`config.mk`:
```
export PLATFORM = sky130hd
export DESIGN_NAME = ackif_ack_unit
export DESIGN_NICKNAME = d
export VERILOG_FILES = /design/src/rtl/ackif_pkg.sv /design/src/rtl/ackif_gate.sv /design/src/rtl/ackif_decode.sv /design/src/rtl/ackif_fsm.sv /design/src/rtl/ackif_ack_unit.sv
export SDC_FILE = /design/constraint.sdc
export NUM_CORES = 1
export LEC_CHECK = 0
export BUFFER_PORTS_ARGS = -buffer_cell sky130_fd_sc_hd__buf_2
export CAP_MARGIN = 20
export CORE_AREA = 2 2 39 41
export DETAILED_ROUTE_END_ITERATION = 16
export DIE_AREA = 0 0 41 43
export PLACE_DENSITY = 0.67
export SLEW_MARGIN = 20
export SYNTH_ARGS = -nofsm -noshare
export SYNTH_HDL_FRONTEND = slang
export SYNTH_SLANG_ARGS = --single-unit
```
`constraint.sdc`:
```
create_clock -name clk -period 1.9 [get_ports clk]
set_input_delay 0.095 -clock clk [delete_from_list [all_inputs] [get_ports clk]]
set_output_delay 0.095 -clock clk [all_outputs]
set_load 0.01 [all_outputs]
```
`src/rtl/ackif_pkg.sv`:
```
package ackif_pkg;

    typedef enum logic [1:0] {
        SEL_ACK   = 2'd0,
        SEL_ALIAS = 2'd1,
        SEL_PEND  = 2'd2,
        SEL_RSVD  = 2'd3
    } rd_sel_e;

    typedef enum logic {
        RD_IDLE  = 1'b0,
        RD_REPLY = 1'b1
    } rd_state_e;

endpackage

```
`src/rtl/ackif_gate.sv`:
```
// Qualifies the forwarded interrupt against the group enables.
module ackif_gate (
    input  logic grouping_on,
    input  logic en_g0,
    input  logic en_g1,
    input  logic fwd_valid,
    input  logic fwd_grp,
    output logic g0_live,
    output logic g1_live,
    output logic irq
);

    always_comb begin
        if (grouping_on) begin
            g0_live = fwd_valid & ~fwd_grp & en_g0;
            g1_live = fwd_valid &  fwd_grp & en_g1;
        end else begin
            // Single-enable mode: every interrupt counts as group 0.
            g0_live = fwd_valid & en_g0;
            g1_live = 1'b0;
        end
        irq = g0_live | g1_live;
    end

endmodule

```
`src/rtl/ackif_decode.sv`:
```
// Picks the identifier or the spurious code for one register read.
module ackif_decode #(
    parameter int ID_W = 10
) (
    input  logic [1:0]      sel,
    input  logic            secure,
    input  logic            ack_ctl,
    input  logic            grouping_on,
    input  logic            g0_live,
    input  logic            g1_live,
    input  logic [ID_W-1:0] fwd_id,
    output logic [ID_W-1:0] id_out
);
    import ackif_pkg::*;

    localparam logic [ID_W-1:0] SPUR_ID = {ID_W{1'b1}};

    logic    hit;
    rd_sel_e sel_e;

    assign sel_e = rd_sel_e'(sel);

    always_comb begin
        hit = 1'b0;
        unique case (sel_e)
            SEL_ACK: begin
                if (!grouping_on || !ack_ctl) hit = g0_live;
                else if (secure)              hit = g0_live | g1_live;
                else                          hit = g1_live;
            end
            SEL_ALIAS: hit = grouping_on & g1_live;
            SEL_PEND:  hit = g0_live | g1_live;
            SEL_RSVD:  hit = 1'b0;
        endcase
        id_out = hit ? fwd_id : SPUR_ID;
    end

endmodule

```
`src/rtl/ackif_fsm.sv`:
```
// Read sequencer: accept in RD_IDLE, answer in RD_REPLY, chain on back-to-back.
module ackif_fsm #(
    parameter int ID_W = 10
) (
    input  logic            clk,
    input  logic            rst_n,
    input  logic            rd_req,
    input  logic [ID_W-1:0] id_in,
    output logic            rd_valid,
    output logic [ID_W-1:0] rd_data
);
    import ackif_pkg::*;

    localparam logic [ID_W-1:0] SPUR_ID = {ID_W{1'b1}};

    rd_state_e state_q, state_d;
    logic [ID_W-1:0] data_q;

    always_comb begin
        state_d = state_q;
        unique case (state_q)
            RD_IDLE:  if (rd_req) state_d = RD_REPLY;   // accept
            RD_REPLY: state_d = rd_req ? RD_REPLY       // chain
                                       : RD_IDLE;       // done
        endcase
    end

    always_ff @(posedge clk) begin
        if (!rst_n) state_q <= RD_IDLE;
        else        state_q <= state_d;
    end

    always_ff @(posedge clk) begin
        if (!rst_n)      data_q <= SPUR_ID;
        else if (rd_req) data_q <= id_in;
        else             data_q <= SPUR_ID;
    end

    assign rd_valid = (state_q == RD_REPLY);
    assign rd_data  = data_q;

    p_answer_next_r10: assert property (@(posedge clk) disable iff (!rst_n)
        rd_req |=> rd_valid);
    p_no_stray_r10: assert property (@(posedge clk) disable iff (!rst_n)
        !rd_req |=> !rd_valid);
    p_idle_spur_r1: assert property (@(posedge clk) disable iff (!rst_n)
        !rd_valid |-> rd_data == SPUR_ID);

endmodule

```
`src/rtl/ackif_ack_unit.sv`:
```
module ackif_ack_unit #(
    parameter int ID_W = 10
) (
    input  logic            clk,
    input  logic            rst_n,
    input  logic            grouping_on,
    input  logic            en_g0,
    input  logic            en_g1,
    input  logic            ack_ctl,
    input  logic            fwd_valid,
    input  logic [ID_W-1:0] fwd_id,
    input  logic            fwd_grp,
    input  logic            rd_req,
    input  logic [1:0]      rd_sel,
    input  logic            rd_secure,
    output logic            irq,
    output logic            rd_valid,
    output logic [ID_W-1:0] rd_data
);
    import ackif_pkg::*;

    localparam logic [ID_W-1:0] SPUR_ID = {ID_W{1'b1}};

    logic            g0_live, g1_live;
    logic [ID_W-1:0] pick_id;

    ackif_gate u_gate (
        .grouping_on (grouping_on),
        .en_g0       (en_g0),
        .en_g1       (en_g1),
        .fwd_valid   (fwd_valid),
        .fwd_grp     (fwd_grp),
        .g0_live     (g0_live),
        .g1_live     (g1_live),
        .irq         (irq)
    );

    p_irq_needs_fwd_r2: assert property (@(posedge clk) disable iff (!rst_n)
        irq |-> fwd_valid);
    p_single_enable_r9: assert property (@(posedge clk) disable iff (!rst_n)
        (!grouping_on && !en_g0) |-> !irq);

    ackif_decode #(.ID_W(ID_W)) u_dec (
        .sel         (rd_sel),
        .secure      (rd_secure),
        .ack_ctl     (ack_ctl),
        .grouping_on (grouping_on),
        .g0_live     (g0_live),
        .g1_live     (g1_live),
        .fwd_id      (fwd_id),
        .id_out      (pick_id)
    );

    ackif_fsm #(.ID_W(ID_W)) u_fsm (
        .clk      (clk),
        .rst_n    (rst_n),
        .rd_req   (rd_req),
        .id_in    (pick_id),
        .rd_valid (rd_valid),
        .rd_data  (rd_data)
    );

    p_primary_g0off_r3: assert property (@(posedge clk) disable iff (!rst_n)
        (rd_req && rd_sel == SEL_ACK && grouping_on && !ack_ctl && !en_g0)
        |=> rd_data == SPUR_ID);
    p_alias_g1off_r4: assert property (@(posedge clk) disable iff (!rst_n)
        (rd_req && rd_sel == SEL_ALIAS && !en_g1) |=> rd_data == SPUR_ID);
    p_ns_primary_r5: assert property (@(posedge clk) disable iff (!rst_n)
        (rd_req && rd_sel == SEL_ACK && grouping_on && ack_ctl && !rd_secure && !en_g1)
        |=> rd_data == SPUR_ID);
    p_reserved_r11: assert property (@(posedge clk) disable iff (!rst_n)
        (rd_req && rd_sel == SEL_RSVD) |=> rd_data == SPUR_ID);

endmodule

```
==> flow_metrics.tcl, run 1 <==
set metrics [dict create \
    status "finished clean" \
    cts_tree "yes" \
    globalRouteOverflowTotal 0 \
    cts_buffer_depth 2 \
    nets 97 \
    min_period_ns 1.15 \
    rows 14 \
    syn_area_um2 415 \
    cts_htree_levels 1 \
    setup_viol_count_final 0 \
    cts.sinks 11 \
    fillers 146 \
    worstPathArrival_ns 1.27 \
    grt_max_degree 11 \
    drtAntennaViolNets 0 \
    pre_cts_ws_ns 0.478 \
    post_cts_buffers 0 \
    vias 413 \
    crit_path_max_incr_delay_ns 0.61 \
    area_growth_syn_to_layout_pct 50.9 \
    yosysWarnings 0 \
    final_common_cell "buf_2" \
    critPathTopFamily "compound AO/OA/AOI/OAI gates" \
    power.leakage_nw 0.308 \
    numCtsBuffers 3 \
    root_buffer "clkbuf_4" \
    setup_ws_ns 0.752 \
    die_h_um 43 \
    first_iter_violations 3 \
    grt_pass1_wl_um 1300 \
    cts_resized 0 \
    coreArea_um2 1380 \
    cp_slowest_cell "a2111oi_4" \
    wl_um 906 \
    diodes 0 \
    ctsHoldBuffers 0 \
    critPathMaxFanout 10 \
    rsz0062_at_grt "no" \
    timing.slew.headroom_pct 60.8 \
    tns_ns 0 \
    worstPathRequired_ns 2.02 \
    hp-class "in2reg" \
    io_buffers 33 \
    post-route-period-util_pct 60.4 \
    synth_nets 59 \
    wl_per_cell_um 10.1 \
    path_cells "buf_2, nand2_2, or2_4, a2111oi_4, o21bai_1" \
    vias_per_cell 4.59 \
    tightest_slew_ns 0.587 \
    finalHoldViolations 0 \
    dr.pass1.iters 2 \
    die_w_um 41 \
    yosysUniqueCellTypes 13 \
    final_max_slew_viol_count 0 \
    worst-path-buf-inv 1 \
    grt_pass1_vias 364 \
    crit_path_start_kind "input pin" \
    drc 0 \
    initial_core_util_pct 30.0 \
    most-common-layout-cells "buf_2, dfxtp_1, o21bai_1" \
    max_clock_freq_ghz 0.871 \
    path_class "in2reg" \
    avgSynthCellArea_um2 11.2 \
    yosys_register_bits 11 \
    gr-usage-all-layers_pct 10.7 \
    ios 34 \
    antenna_found_initial 0 \
    die-area_um2 1760 \
    cp-end-kind "flip-flop" \
    clkTransAtPathRegs_ns 0.07 \
    ir_worst_vdd_v 0.000397 \
    drv_cap 0 \
    gp_congestion 0.632 \
    synthCells 37 \
    p_per_area_nw_per_um2 702 \
    yosysSeqAreaShare_pct 53.0 \
    drive_above_1_share_pct 54.1 \
]
-- path summary, 6_finish.rpt --
check	from	end	slack, ns	cells past startpoint
setup / recovery	grouping_on	u_fsm.rd_data[9]	0.75	5
hold / removal	fwd_id[6]	u_fsm.rd_data[6]	0.02	2
-- sequential cells by signal (all words and copies together) (netlist names) --
name            count
u_fsm.rd_data      10
u_fsm.rd_valid      1
-- logic make-up after synthesis --
logic type | count (synthesis) | synth area share (%)
AOI/OAI and AO/OA | 14 | 30.7
and+or+nand+nor | 11 | 15.4
DFF | 11 | 53.0
buffers and inverters | 1 | 0.903
-- Yosys cell counts, drive strengths merged --
| master | count | area [µm²] |
|---|---|---|
| a21boi | 1 | 7.51 |
| o21ai | 1 | 5.00 |
| a2111oi | 1 | 27.5 |
| o21bai | 10 | 75.1 |
| a211oi | 1 | 12.5 |
| nand2 | 4 | 17.5 |
| inv | 1 | 3.75 |
| dfxtp | 11 | 220 |
| nand4 | 2 | 12.5 |
| nand3b | 2 | 15.0 |
| or2 | 1 | 8.76 |
| nand3 | 2 | 10.0 |
-- per-layer routing --
metal	vias up	global-route usage, %	wire length, µm
li1	210	-	-
met1	178	13.1	375
met2	25	15.9	419
met3	0	3.14	111
met4	0	6.00	0
met5	-	0	0
-- where the power goes --
group	switching, mW	leakage, nW	internal, mW
logic	0.0250	0.204	0.0289
registers	0.000908	0.0895	0.235
clock network	0.0694	0.0150	0.0810
-- per-stage QoR --
stage | hold slack (ns) | power, mW | instances | area, µm² | utilization (%)
CTS | 0.0177 | 0.446 | 90 | 627 | 45.3
global route | 0.00197 | 0.467 | 90 | 627 | 45.3
global placement | 0.283 | 0.294 | 86 | 601 | 43.4
finish | 0.0205 | 0.440 | 90 | 627 | 45.3
floorplan | 0.202 | 0.262 | 37 | 415 | -
detailed placement | 0.291 | 0.295 | 86 | 601 | 43.4
-- layout make-up --
class                   count  area, µm²  share of cell area (%)
clock buffers               4       26.3                    4.19
flip-flops and latches     11        220                    35.1
repair buffers             33        165                    26.3
well taps                  16       20.0                    3.19
inverters                   1       3.75                   0.599
multi-input cells          25        191                    30.5
(Power assumes the default switching activity.)
==> run 2: changes to the inputs <==
- ABC_AREA: unset -> 1
- CORE_AREA: 2 2 39 41 -> 2 2 40 42
- DIE_AREA: 0 0 41 43 -> 0 0 42 44
- clock period: 1.9 -> 1.02 ns (I/O delays scaled with it)
==> run 2 against run 1 <==
  * Die area is 4.8% higher
  * Clock power is 84% higher
  * Sequential share of layout area is 5.5 points lower
  * First-iteration DRC count is 100% lower
  * Sequential power is 87% higher
  * Global-route usage is 1.0 points higher
  * Critical path depth is 4 lower
  * Synthesized cell count is 46% higher
  * Critical path type is now reg2out
  * Largest power group unchanged
==> flow_metrics.tcl, run 2 <==
set metrics [dict create \
    finalHoldViolations 0 \
    synthTopCellsByCount "inv_1, nand3_1, dfxtp_1" \
    yosys_register_bits 11 \
    post-route-period-util_pct 72.3 \
    drtAntennaViolNets 0 \
    worstPathRequired_ns 0.97 \
    cp_slowest_cell "dfxtp_1" \
    first_iter_violations 0 \
    die_h_um 44 \
    critPathMaxFanout 1 \
    post-synth-top-count-cell "inv_1" \
    hp-class "in2reg" \
    cts_htree_levels 1 \
    critical_path.startpoint "u_fsm.rd_data[4]" \
    area_growth_syn_to_layout_pct 76.0 \
    cts.sinks 11 \
    rsz0062_at_grt "no" \
    async_reset_ff_share_pct 0 \
    timing.slew.headroom_pct 85.7 \
    min_period_ns 0.737 \
    antenna_found_initial 0 \
    clkTransAtPathRegs_ns 0.06 \
    ios 34 \
    endpoint "rd_data[4]" \
    synth_top_area_share_pct 52.1 \
    largest_reg_flops 10 \
    cp-end-kind "primary output" \
    die_w_um 42 \
    grt_pass1_wl_um 1610 \
    status "finished clean" \
    globalRouteOverflowTotal 0 \
    most-common-layout-cells "buf_2, inv_1, nand3_1" \
    cts_buffer_depth 2 \
    drv_cap 0 \
    die-area_um2 1850 \
    worstSetupPathDepth 1 \
    initial_core_util_pct 29.8 \
    final_max_slew_viol_count 0 \
    gp_congestion 0.642 \
    path_class "reg2out" \
    yosysWarnings 0 \
    io_buffers 33 \
    synth-edff-count 0 \
    final_common_cell "buf_2" \
    tns_ns 0 \
    worst-path-buf-inv 1 \
    synthTopCellsByArea "dfxtp_1, nand3_1, inv_1, nand2_1, nand2_2" \
    path_cells "buf_2" \
    root_buffer "clkbuf_4" \
    gr-usage-all-layers_pct 11.7 \
    worstPathArrival_ns 0.69 \
    vias_per_cell 4.08 \
    nets 125 \
    setup_viol_count_final 0 \
    crit_path_max_incr_delay_ns 0.31 \
    synth_ff_type "dfxtp_1" \
    dr.pass1.iters 1 \
    tightest_slew_ns 0.214 \
    ir_worst_vdd_v 0.000432 \
    grt_pass1_vias 424 \
    wl_um 928 \
    coreArea_um2 1420 \
    wl_per_cell_um 7.86 \
    drc 0 \
    critPathTopFamily "flip-flops" \
    drive_above_1_share_pct 43.1 \
    fillers 144 \
    cts_tree "yes" \
    cts_resized 0 \
    post_cts_buffers 0 \
    yosysUniqueCellTypes 11 \
    diodes 0 \
    fin_hold_ws_ns 0.214 \
    avgSynthCellArea_um2 7.83 \
    synth_top_area_cell "dfxtp_1" \
    vias 481 \
    numCtsBuffers 3 \
    grt_max_degree 11 \
    syn_area_um2 423 \
    max_clock_freq_ghz 1.36 \
    crit_path_start_kind "flip-flop" \
    synthCells 54 \
    synth_nets 76 \
    p_per_area_nw_per_um2 1160 \
    yosysSeqAreaShare_pct 52.1 \
    rows 14 \
    power.leakage_nw 0.404 \
]
[run 2: cell types whose count changed in the layout (fill, tap and decap cells not counted), sizes merged]
cell / before / now
inv: 1 / 16
dlygate4sd3: 0 / 11
nand3: 2 / 13
o21bai: 10 / 0
nand2: 4 / 9
nor2: 0 / 4
nand3b: 2 / 0
nand4: 2 / 0
a2111oi: 1 / 0
a211oi: 1 / 0
a21boi: 1 / 0
or2: 1 / 0
[run 2: timing repair]
action	CTS	global route
hold buffers	11	0
endpoints found under the hold margin	11	0
setup endpoints to repair	0	0
[run 2: final cells by class]
type                    instances  area, µm²  area share [%]
clock buffers                   4       26.3            3.53
repair buffers                 44        275            37.0
multi-input cells              27        143            19.2
inverters                      16       60.1            8.07
well taps                      16       20.0            2.69
flip-flops and latches         11        220            29.6
[run 2: per-layer routing]
metal,GRT usage (%),part of all wire [%],up-vias
met2,19.4,51,23
met4,9.68,2.3,0
met1,11.9,36,201
met3,4.17,10,2
met5,0,0,-
li1,-,-,255
[run 2: kinds of logic after synthesis]
family	share of synthesized area, %
and+or+nand+nor	31.7
buffers and inverters	14.2
DFF	52.1
AOI/OAI and AO/OA	2.07
[run 2: worst min-delay path by stage]
stage | slack [ns] | endpoint | cells past startpoint | start
floorplan | 0.16 | u_fsm.rd_data[0] | 2 | fwd_id[0]
global placement | 0.25 | u_fsm.rd_data[6] | 3 | fwd_id[6]
detailed placement | 0.25 | u_fsm.rd_data[6] | 3 | fwd_id[6]
CTS | 0.21 | u_fsm.rd_data[9] | 4 | rd_sel[0]
global route | 0.24 | u_fsm.rd_data[9] | 4 | rd_sel[0]
finish | 0.21 | u_fsm.rd_data[5] | 4 | rd_sel[0]
[run 2: through the flow]
step | power, mW | std cells | utilization (%) | cell area [µm²] | setup slack, ns
5_1_grt | 0.911 | 118 | 52.5 | 744 | 0.235
3_5_place_dp | 0.565 | 103 | 42.9 | 608 | 0.0922
6_report | 0.861 | 118 | 52.5 | 744 | 0.283
2_1_floorplan | 0.504 | 54 | - | 423 | 0.307
3_3_place_gp | 0.563 | 103 | 42.9 | 608 | 0.141
4_1_cts | 0.877 | 118 | 52.5 | 744 | 0.262
[run 2: report_power, final]
| group | switching (mW) | internal (mW) | total [mW] |
|---|---|---|---|
| Combinational | 0.0635 | 0.0809 | 0.144 |
| Clock | 0.125 | 0.151 | 0.276 |
| Sequential | 0.00191 | 0.439 | 0.441 |
| Total | 0.190 | 0.671 | 0.861 |
